--- src/rtl/jdiv_pkg.sv ---
package jdiv_pkg;
  // Default width of the ratio select; the ring holds 2**width stages.
  localparam int JDIV_SEL_W = 3;

  // Divide ratio produced by a given select code.
  function automatic int jdiv_ratio(input int code);
    return 2 * (code + 1);
  endfunction
endpackage

--- src/rtl/jdiv_rst_sync.sv ---
module jdiv_rst_sync (
  input  logic clk_i,
  input  logic rst_ni,
  output logic rst_sync_no
);
  logic meta_q;
  logic sync_q;

  always_ff @(posedge clk_i or negedge rst_ni) begin
    if (!rst_ni) begin
      meta_q <= 1'b0;
      sync_q <= 1'b0;
    end else begin
      meta_q <= 1'b1;
      sync_q <= meta_q;
    end
  end

  assign rst_sync_no = sync_q;


  rst_release_order_chk: assert property (@(posedge clk_i) disable iff (!rst_ni)
    $rose(sync_q) |-> $past(meta_q));
endmodule

--- src/rtl/jdiv_ratio_ctl.sv ---
module jdiv_ratio_ctl #(
  parameter int SEL_W = jdiv_pkg::JDIV_SEL_W
) (
  input  logic             clk_i,
  input  logic             rst_ni,
  input  logic [SEL_W-1:0] sel_i,
  input  logic             ring_zero_i,
  output logic [SEL_W-1:0] tap_o
);
  logic [SEL_W-1:0] sel_q, sel_d;
  logic [SEL_W-1:0] tap_q, tap_d;
  logic             tap_en;

  // The staged select may move the tap only at the all-zero point of the ring.
  always_comb begin
    sel_d  = sel_i;
    tap_en = ring_zero_i;
    tap_d  = tap_en ? sel_q : tap_q;
  end

  always_ff @(posedge clk_i or negedge rst_ni) begin
    if (!rst_ni) begin
      sel_q <= '0;
      tap_q <= '0;
    end else begin
      sel_q <= sel_d;
      tap_q <= tap_d;
    end
  end

  assign tap_o = tap_q;


  tap_change_at_zero_chk: assert property (@(posedge clk_i) disable iff (!rst_ni)
    !$stable(tap_q) |-> $past(ring_zero_i));
endmodule

--- src/rtl/jdiv_ring.sv ---
module jdiv_ring #(
  parameter int SEL_W  = jdiv_pkg::JDIV_SEL_W,
  parameter int NSTAGE = 1 << SEL_W
) (
  input  logic              clk_i,
  input  logic              rst_ni,
  input  logic [SEL_W-1:0]  tap_i,
  output logic [NSTAGE-1:0] ring_o
);
  logic [NSTAGE-1:0] ring_q, ring_d;

  // The head stage takes the inverse of the selected tap stage.
  assign ring_d[0] = ~ring_q[tap_i];

  // Each later stage copies its neighbour while it lies inside the active
  // length, and is cleared once it lies beyond the tap.
  for (genvar i = 1; i < NSTAGE; i++) begin : g_stage
    assign ring_d[i] = (SEL_W'(i) <= tap_i) ? ring_q[i-1] : 1'b0;
  end

  always_ff @(posedge clk_i or negedge rst_ni) begin
    if (!rst_ni) begin
      ring_q <= '0;
    end else begin
      ring_q <= ring_d;
    end
  end

  assign ring_o = ring_q;


  rise_from_zero_chk: assert property (@(posedge clk_i) disable iff (!rst_ni)
    $rose(ring_q[0]) |-> $past(ring_q == '0));


  idle_stage_clear_chk: assert property (@(posedge clk_i) disable iff (!rst_ni)
    $countones(ring_q) <= int'(tap_i) + 1);
endmodule

--- src/rtl/jdiv_clkdiv.sv ---
module jdiv_clkdiv #(
  parameter int SEL_W = jdiv_pkg::JDIV_SEL_W
) (
  input  logic             clk_i,
  input  logic             rst_ni,
  input  logic [SEL_W-1:0] ratio_sel_i,
  output logic             div_clk_o
);
  localparam int NSTAGE = 1 << SEL_W;

  logic              rst_sync_n;
  logic [SEL_W-1:0]  tap;
  logic [NSTAGE-1:0] ring;
  logic              ring_zero;

  jdiv_rst_sync u_rst_sync (
    .clk_i       (clk_i),
    .rst_ni      (rst_ni),
    .rst_sync_no (rst_sync_n)
  );

  jdiv_ratio_ctl #(.SEL_W(SEL_W)) u_ratio_ctl (
    .clk_i       (clk_i),
    .rst_ni      (rst_ni),
    .sel_i       (ratio_sel_i),
    .ring_zero_i (ring_zero),
    .tap_o       (tap)
  );

  jdiv_ring #(.SEL_W(SEL_W), .NSTAGE(NSTAGE)) u_ring (
    .clk_i  (clk_i),
    .rst_ni (rst_sync_n),
    .tap_i  (tap),
    .ring_o (ring)
  );

  assign ring_zero = (ring == '0);
  assign div_clk_o = ring[0];


  out_known_chk: assert property (@(posedge clk_i) disable iff (!rst_ni)
    !$isunknown(div_clk_o));
endmodule

--- config.mk ---
export PLATFORM = sky130hd
export DESIGN_NAME = jdiv_clkdiv
export DESIGN_NICKNAME = d
export VERILOG_FILES = /design/src/rtl/jdiv_pkg.sv /design/src/rtl/jdiv_rst_sync.sv /design/src/rtl/jdiv_ratio_ctl.sv /design/src/rtl/jdiv_ring.sv /design/src/rtl/jdiv_clkdiv.sv
export SDC_FILE = /design/constraint.sdc
export NUM_CORES = 1
export LEC_CHECK = 0
export BUFFER_PORTS_ARGS = -buffer_cell sky130_fd_sc_hd__buf_2
export CAP_MARGIN = 10
export CORE_MARGIN = 2
export CORE_UTILIZATION = 40
export CTS_CLUSTER_DIAMETER = 200
export DETAILED_ROUTE_END_ITERATION = 16
export SLEW_MARGIN = 10
export SYNTH_ARGS = -nofsm -noshare
export SYNTH_HDL_FRONTEND = slang
export SYNTH_HIERARCHICAL = 1
export SYNTH_SLANG_ARGS = --single-unit
--- constraint.sdc ---
create_clock -name clk_i -period 1.23 [get_ports clk_i]
set_input_delay 0.1845 -clock clk_i [delete_from_list [all_inputs] [get_ports clk_i]]
set_output_delay 0.1845 -clock clk_i [all_outputs]
set_load 0.05 [all_outputs]
==> summary.txt, run 1 <==
Global route
  – Pin count of the biggest net entering global routing: 10
  – Congestion Overflow GR: 0
  – Total GRT Usage: between 10% and 20%
  – First-pass GRT wire length: between 1.5 and 2 mm
  – Initial antenna violation count: 0
  – Number of global-route vias before repair: between 400 and 500

Critical path
  – Crit path capture type: register
  – CP startpoint kind: register
  – R2R cell count: 3
  – Slowest stage delay, CP: 0.55 ns
  – WP data arrival: about 1.7 ns
  – WP data required: between 1 and 1.5 ns
  – Worst Path Max Fanout: 3
  – Crit path cell chain: or4_4 -> nor2_4 -> mux2_4
  – Worst path slowest cell: or4_4
  – CP Class: reg -> reg

Yosys
  – Distinct cells, synth: 18
  – Avg Inst Size Synth: about 16 um2
  – YS warnings: 6
  – Post-Syn Area: approximately 590 um2
  – Register area share after synthesis: between 60 and 70%
  – EDFF count, synth: 0
  – Most used flip-flop cell after synthesis: dfrtp_1
  – Ys async rst share: 100%
  – Dominant cell type by area after synthesis: dfrtp_1
  – Net Count, Synth: between 40 and 50
  – Seq cells post-synth: 16
  – Synth top area cells: dfrtp_1, mux2_2, mux4_1
  – Post-Syn Instances: 36
  – Top-area cell type share of the netlist area: between 60% and 70%
  – Most frequent cell after synthesis: dfrtp_1
  – Post-synth top cells: dfrtp_1, mux2_2, or4_1

Final layout
  – Ant diodes: 0
  – Fillers: between 100 and 150
  – Area of the multi-input gates: 200 um2
  – Share of layout cells above drive strength 1: about 54%
  – Non-Filler Instances: 71
  – Seq. cell area: between 400 and 500 um2
  – Final non-filler cell area: between 700 and 800 um2
  – Area delta synth->final: 34.8%
  – Nets: 62

Timing
  – Max Clock Freq: around 660 MHz
  – Final Hold Viols: 0
  – Fin crit share: 124%
  – Clock Skew: ~0.0016 ns
  – Tmin final: ~1.5 ns
  – Final worst slack: -0.291 ns
  – Final Hold Slack: approximately 0.14 ns
  – Final Max Slew Viols: 0
  – Final setup vio count: 4
  – RSZ-0062 raised after global routing: true

Flow run
  – Max-Cap Viols: 0

Floorplanning
  – Die area: approximately 1800 um2
  – Die extent in x: between 40 and 50 um
  – Starting density of the core: a little over two fifths
  – Row Count: 13
  – Die Y: approximately 43 um
  – Core ar.: between 1000 and 1500 um2
  – I/O Pins: 6

Power
  – Leakage power: about 0.38 nW
  – Cell Pwr Density: 2330 nW/um2
  – Peak supply drop: 0.963 mV

Place
  – RD Place Congestion: roughly 0.83
  – Port Buffers: 5
  – Post-detail-place hpwl: between 700 and 800 um
  – Post-Place Cells: 62
  – Post-place setup slack: -0.307 ns
  – Placed instance area: a little over 700 um2

Routing
  – Via density per instance: 5.03
  – Routed WL: 1.03 mm
  – Metal-1 WL: roughly 470 um
  – TritonRoute pass-1 iters: 4
  – Highest Signal Layer: met4
  – Vias post-DR: between 300 and 400
  – Remaining antenna violation count after routing: 0
  – WL met3: between 50 and 60 um
  – Wire per inst: between 10 and 15 um
  – Drt drc: 0
  – Metal2 WL: ~500 um
  – Iteration-0 DRC Markers: 2

Outcome
  – Status: finished, violations left
  – Failing checks: negative setup slack

Clocking
  – CTS Buf Count: 3
  – Reg clk slew, reported paths: approximately 0.090 ns
  – CTS tree: yes
  – Clock sinks: 16
  – CTS Root Cell: clkbuf_4
  – H-tree depth: 1
  – Clk_lat worst skew: ~0.28 ns
  – Clk buf depth: 2

Min path
  – Hold crit path type: reg -> async
sequential cells by signal, indices dropped and copies added (netlist names):
register                flops
u_ratio_ctl/tap_o           3
u_ratio_ctl/sel_q           3
u_ring/ring_o               8
u_rst_sync/meta_q           1
u_rst_sync/rst_sync_no      1
metrics by stage:
| stage | utilization [%] | power, mW | TNS [ns] |
|---|---|---|---|
| after global routing | 59.2 | 1.99 | -1.14 |
| after CTS | 58.2 | 1.87 | -0.926 |
| after detailed placement | 52.3 | 1.47 | -0.918 |
| after global placement | 52.3 | 1.45 | -0.909 |
| final | 59.2 | 1.86 | -0.948 |
| after floorplan | - | 1.23 | -0.945 |
critical path, delay by kind of cell, from the launching register on:
family	cells	cell delay [ns]
and+or+nand+nor	2	0.72
muxes	1	0.31
DFF	1	0.39
layout by cell type, fill, tap and decap left out, types with 2 or more instances in the layout:
cell type      count
buf_2              4
buf_4              8
buf_6              2
clkbuf_4           3
dfrtp_1           15
dlygate4sd3_1      4
mux2_4             3
mux4_2             2
or4_4              2
layout make-up:
type	instances	share of cell area, %
flip-flops and latches	16	50.2
multi-input cells	18	25.0
repair buffers	18	17.8
clock buffers	4	4.54
well taps	15	2.35
metal layers:
metal	track usage, %	vias to the layer above
met2	22.8	7
li1	-	167
met1	17.7	181
met4	1.88	0
met5	0	-
met3	9.05	2
path summary, 6_finish.rpt:
kind	start	end	slack (ns)
hold / removal	u_rst_sync/rst_sync_no$_DFF_PN0_	u_ring/ring_o[4]$_DFF_PN0_	0.14
setup reg to reg	u_ring/ring_o[1]$_DFF_PN0_	u_ratio_ctl/tap_o[0]$_DFFE_PN0P_	-0.29
min in group clk_i	u_rst_sync/meta_q$_DFF_PN0_	u_rst_sync/rst_sync_no$_DFF_PN0_	0.37
max in group asynchronous	rst_ni	u_rst_sync/rst_sync_no$_DFF_PN0_	0.82
hold reg to reg	u_rst_sync/rst_sync_no$_DFF_PN0_	u_ring/ring_o[4]$_DFF_PN0_	0.14
setup / recovery	u_ring/ring_o[1]$_DFF_PN0_	u_ratio_ctl/tap_o[0]$_DFFE_PN0P_	-0.29
timing repair:
item / 4_1_cts / 5_1_grt
pin swaps: 2 / 1
endpoints found under the hold margin: 11 / 0
gates resized for setup: 3 / 3
endpoints found under the setup margin: 5 / 5
hold buffers: 4 / 0
setup buffers: 1 / 1
kinds of logic (layout without fill, tap and decap cells):
family          count (synthesis)  count (layout)  share of synthesized area [%]
flops                          16              16                           67.5
other cells                     1               1                          0.632
mux                             6               6                           15.6
buf+inv                         2              22                           2.53
compound gates                  4               4                           5.49
simple gates                    7               7                           8.23
where the power goes:
| part | switching (mW) | leakage [nW] | internal (mW) |
|---|---|---|---|
| Sequential | 0.136 | 0.194 | 0.674 |
| Clock | 0.154 | 0.0210 | 0.180 |
| Combinational | 0.262 | 0.166 | 0.456 |
(Power assumes the default switching activity.)
==> run 2: changes to the inputs <==
--- a/config.mk
+++ b/config.mk
@@ -11,6 +11,7 @@
 export CORE_UTILIZATION = 40
 export CTS_CLUSTER_DIAMETER = 200
 export DETAILED_ROUTE_END_ITERATION = 16
+export RECOVER_POWER = 50
 export SLEW_MARGIN = 10
 export SYNTH_ARGS = -nofsm -noshare
 export SYNTH_HDL_FRONTEND = slang
==> summary.txt, run 2 (synthesis gave the netlist of run 1 again) <==
Outcome
  – Status: finished, violations left (unchanged)
  – Failing checks: negative setup slack (unchanged)

Power
  – Combinational Power Share: 38.5% (about the same)
  – Sequential Power Share: 43.5% (about the same)
  – Peak supply drop: 0.962 mV (was 0.963 mV)
  – NetSw: 549 uW (was 552 uW)
  – Leakage power: 0.378 nW (was 0.381 nW)
  – Switching part of the total: 29.5% (was 29.6%)
  – Cell Pwr Density: 2330 nW/um2 (about the same)
  – Clock share of power: 18.0% (was 17.9%)
  – Int Pwr: 1.31 mW (about the same)

Critical path
  – CP startpoint kind: register (unchanged)
  – Crit path cell chain: or4_4 -> nor2_4 -> mux2_4 (unchanged)
  – CP Class: reg -> reg (unchanged)
  – Slowest stage delay, CP: 0.55 ns (about the same)
  – Crit path capture type: register (unchanged)
  – WP data required: 1.40 ns (about the same)
  – WP data arrival: 1.69 ns (about the same)
  – Worst path slowest cell: or4_4 (unchanged)
  – Worst Path Max Fanout: 3 (unchanged)

Global route
  – Congestion Overflow GR: 0 (unchanged)
  – Initial antenna violation count: 0 (unchanged)
  – Pin count of the biggest net entering global routing: 10 (unchanged)
  – Total GRT Usage: 14.6% (unchanged)
  – First-pass GRT wire length: 1.86 mm (unchanged)
  – Number of global-route vias before repair: 405 (unchanged)

Clocking
  – CTS tree: yes (unchanged)
  – Clk_lat worst skew: 0.28 ns (about the same)
  – Clk buf depth: 2 (unchanged)
  – CTS Buf Count: 3 (unchanged)
  – CTS Root Cell: clkbuf_4 (unchanged)
  – Clock sinks: 16 (unchanged)
  – Reg clk slew, reported paths: 0.09 ns (about the same)
  – H-tree depth: 1 (unchanged)

Floorplanning
  – Die area: 1810 um2 (unchanged)
  – Die extent in x: 42.5 um (unchanged)
  – I/O Pins: 6 (unchanged)
  – Starting density of the core: 43.9% (unchanged)
  – Die Y: 42.5 um (unchanged)
  – Core ar.: 1350 um2 (unchanged)
  – Row Count: 13 (unchanged)

Routing
  – Drt drc: 0 (unchanged)
  – TritonRoute pass-1 iters: 1 (was 4)
  – Iteration-0 DRC Markers: 0 (was 2)
  – Remaining antenna violation count after routing: 0 (unchanged)
  – Via density per instance: 4.89 (was 5.03)
  – Routed WL: 1.02 mm (was 1.03 mm)
  – Vias post-DR: 347 (was 357)
  – Wire per inst: 14.4 um (was 14.5 um)

Timing
  – Final worst slack: -0.292 ns (was -0.291 ns)
  – Tmin final: 1.52 ns (about the same)
  – Final setup vio count: 4 (unchanged)
  – Max Clock Freq: 657 MHz (about the same)
  – Clock Skew: 0.00121 ns (was 0.00157 ns)
  – Fin crit share: 124% (about the same)
  – Setup TNS: -0.950 ns (was -0.948 ns)
  – Final Hold Viols: 0 (unchanged)
  – RSZ-0062 raised after global routing: true (unchanged)
  – Final Max Slew Viols: 0 (unchanged)

Final layout
  – Most frequent cells in the layout: dfrtp_1, buf_4, dlygate4sd3_1 (was dfrtp_1, buf_4, dlygate4sd3_1, buf_2)
  – Share of layout cells above drive strength 1: 51.8% (was 53.6%)
  – Most common cell after layout, fill and taps aside: dfrtp_1 (unchanged)
  – Core Util, Final: 59.1% (was 59.2%)
  – Area delta synth->final: 34.6% (was 34.8%)
  – Max reg flops: 8 (unchanged)
  – Ant diodes: 0 (unchanged)
  – Nets: 62 (unchanged)

Flow run
  – Max-Cap Viols: 0 (unchanged)

Place
  – Port Buffers: 5 (unchanged)
  – RD Place Congestion: 0.829 (unchanged)
  – Post-detail-place hpwl: 751 um (unchanged)

Min path
  – Hold crit path type: reg -> async (unchanged)
-- run 2: cell count changes in the layout (fill, tap and decap cells not counted) --
cell	previous run	this run
buf_2	4	3
clkbuf_1	0	1
-- run 2: layout make-up --
cell class              count  area [um2]
fillers                   114         552
flip-flops and latches     16         402
multi-input cells          18         200
repair buffers             18         141
clock buffers               4        36.3
well taps                  15        18.8
-- run 2: timing repair --
action                     CTS  global route
resized for setup            3             3
hold buffers                 4             0
pin swaps                    2             1
setup endpoints to repair    5             5
hold endpoints to repair    11             0
setup buffers                1             1
-- run 2: critical path: cells and delay by family, from the launching register on --
family,cells,cell delay (ns)
flip-flops,1,0.39
multiplexers,1,0.31
AND/OR/NAND/NOR,2,0.72
-- run 2: layer usage --
metal	wire length, um	vias to the layer above	GRT usage (%)
met2	488	7	22.8
met1	465	171	17.7
met5	0	-	0
met4	14	0	1.88
met3	53	2	9.05
li1	-	167	-
-- run 2: through the flow --
step | instance area, um2 | instances | hold slack, ns | setup slack, ns | total power [mW]
finish | 798 | 71 | 0.136 | -0.292 | 1.86
global route | 798 | 71 | 0.180 | -0.341 | 1.99
CTS | 786 | 70 | 0.154 | -0.310 | 1.87
detailed placement | 706 | 62 | 0.0314 | -0.307 | 1.47
global placement | 706 | 62 | 0.0227 | -0.306 | 1.45
floorplan | 617 | 36 | -0.111 | -0.315 | 1.23
-- run 2: worst paths after layout --
kind	from	endpoint	slack (ns)	cells after the start
worst max-delay path	u_ring/ring_o[1]$_DFF_PN0_	u_ratio_ctl/tap_o[0]$_DFFE_PN0P_	-0.29	3
worst min-delay path	u_rst_sync/rst_sync_no$_DFF_PN0_	u_ring/ring_o[4]$_DFF_PN0_	0.14	0
worst max register to register	u_ring/ring_o[1]$_DFF_PN0_	u_ratio_ctl/tap_o[0]$_DFFE_PN0P_	-0.29	3
worst min register to register	u_rst_sync/rst_sync_no$_DFF_PN0_	u_ring/ring_o[4]$_DFF_PN0_	0.14	0
max in group asynchronous	rst_ni	u_rst_sync/rst_sync_no$_DFF_PN0_	0.62	2
min in group clk_i	u_rst_sync/meta_q$_DFF_PN0_	u_rst_sync/rst_sync_no$_DFF_PN0_	0.37	0
-- run 2: power groups by stage --
stage | Clock [mW] | Sequential, mW | Combinational [mW]
2_1_floorplan | 0 | 0.822 | 0.406
3_5_place_dp | 0 | 0.814 | 0.653
4_1_cts | 0.353 | 0.813 | 0.700
6_report | 0.334 | 0.809 | 0.717
5_1_grt | 0.382 | 0.835 | 0.773
3_3_place_gp | 0 | 0.813 | 0.640
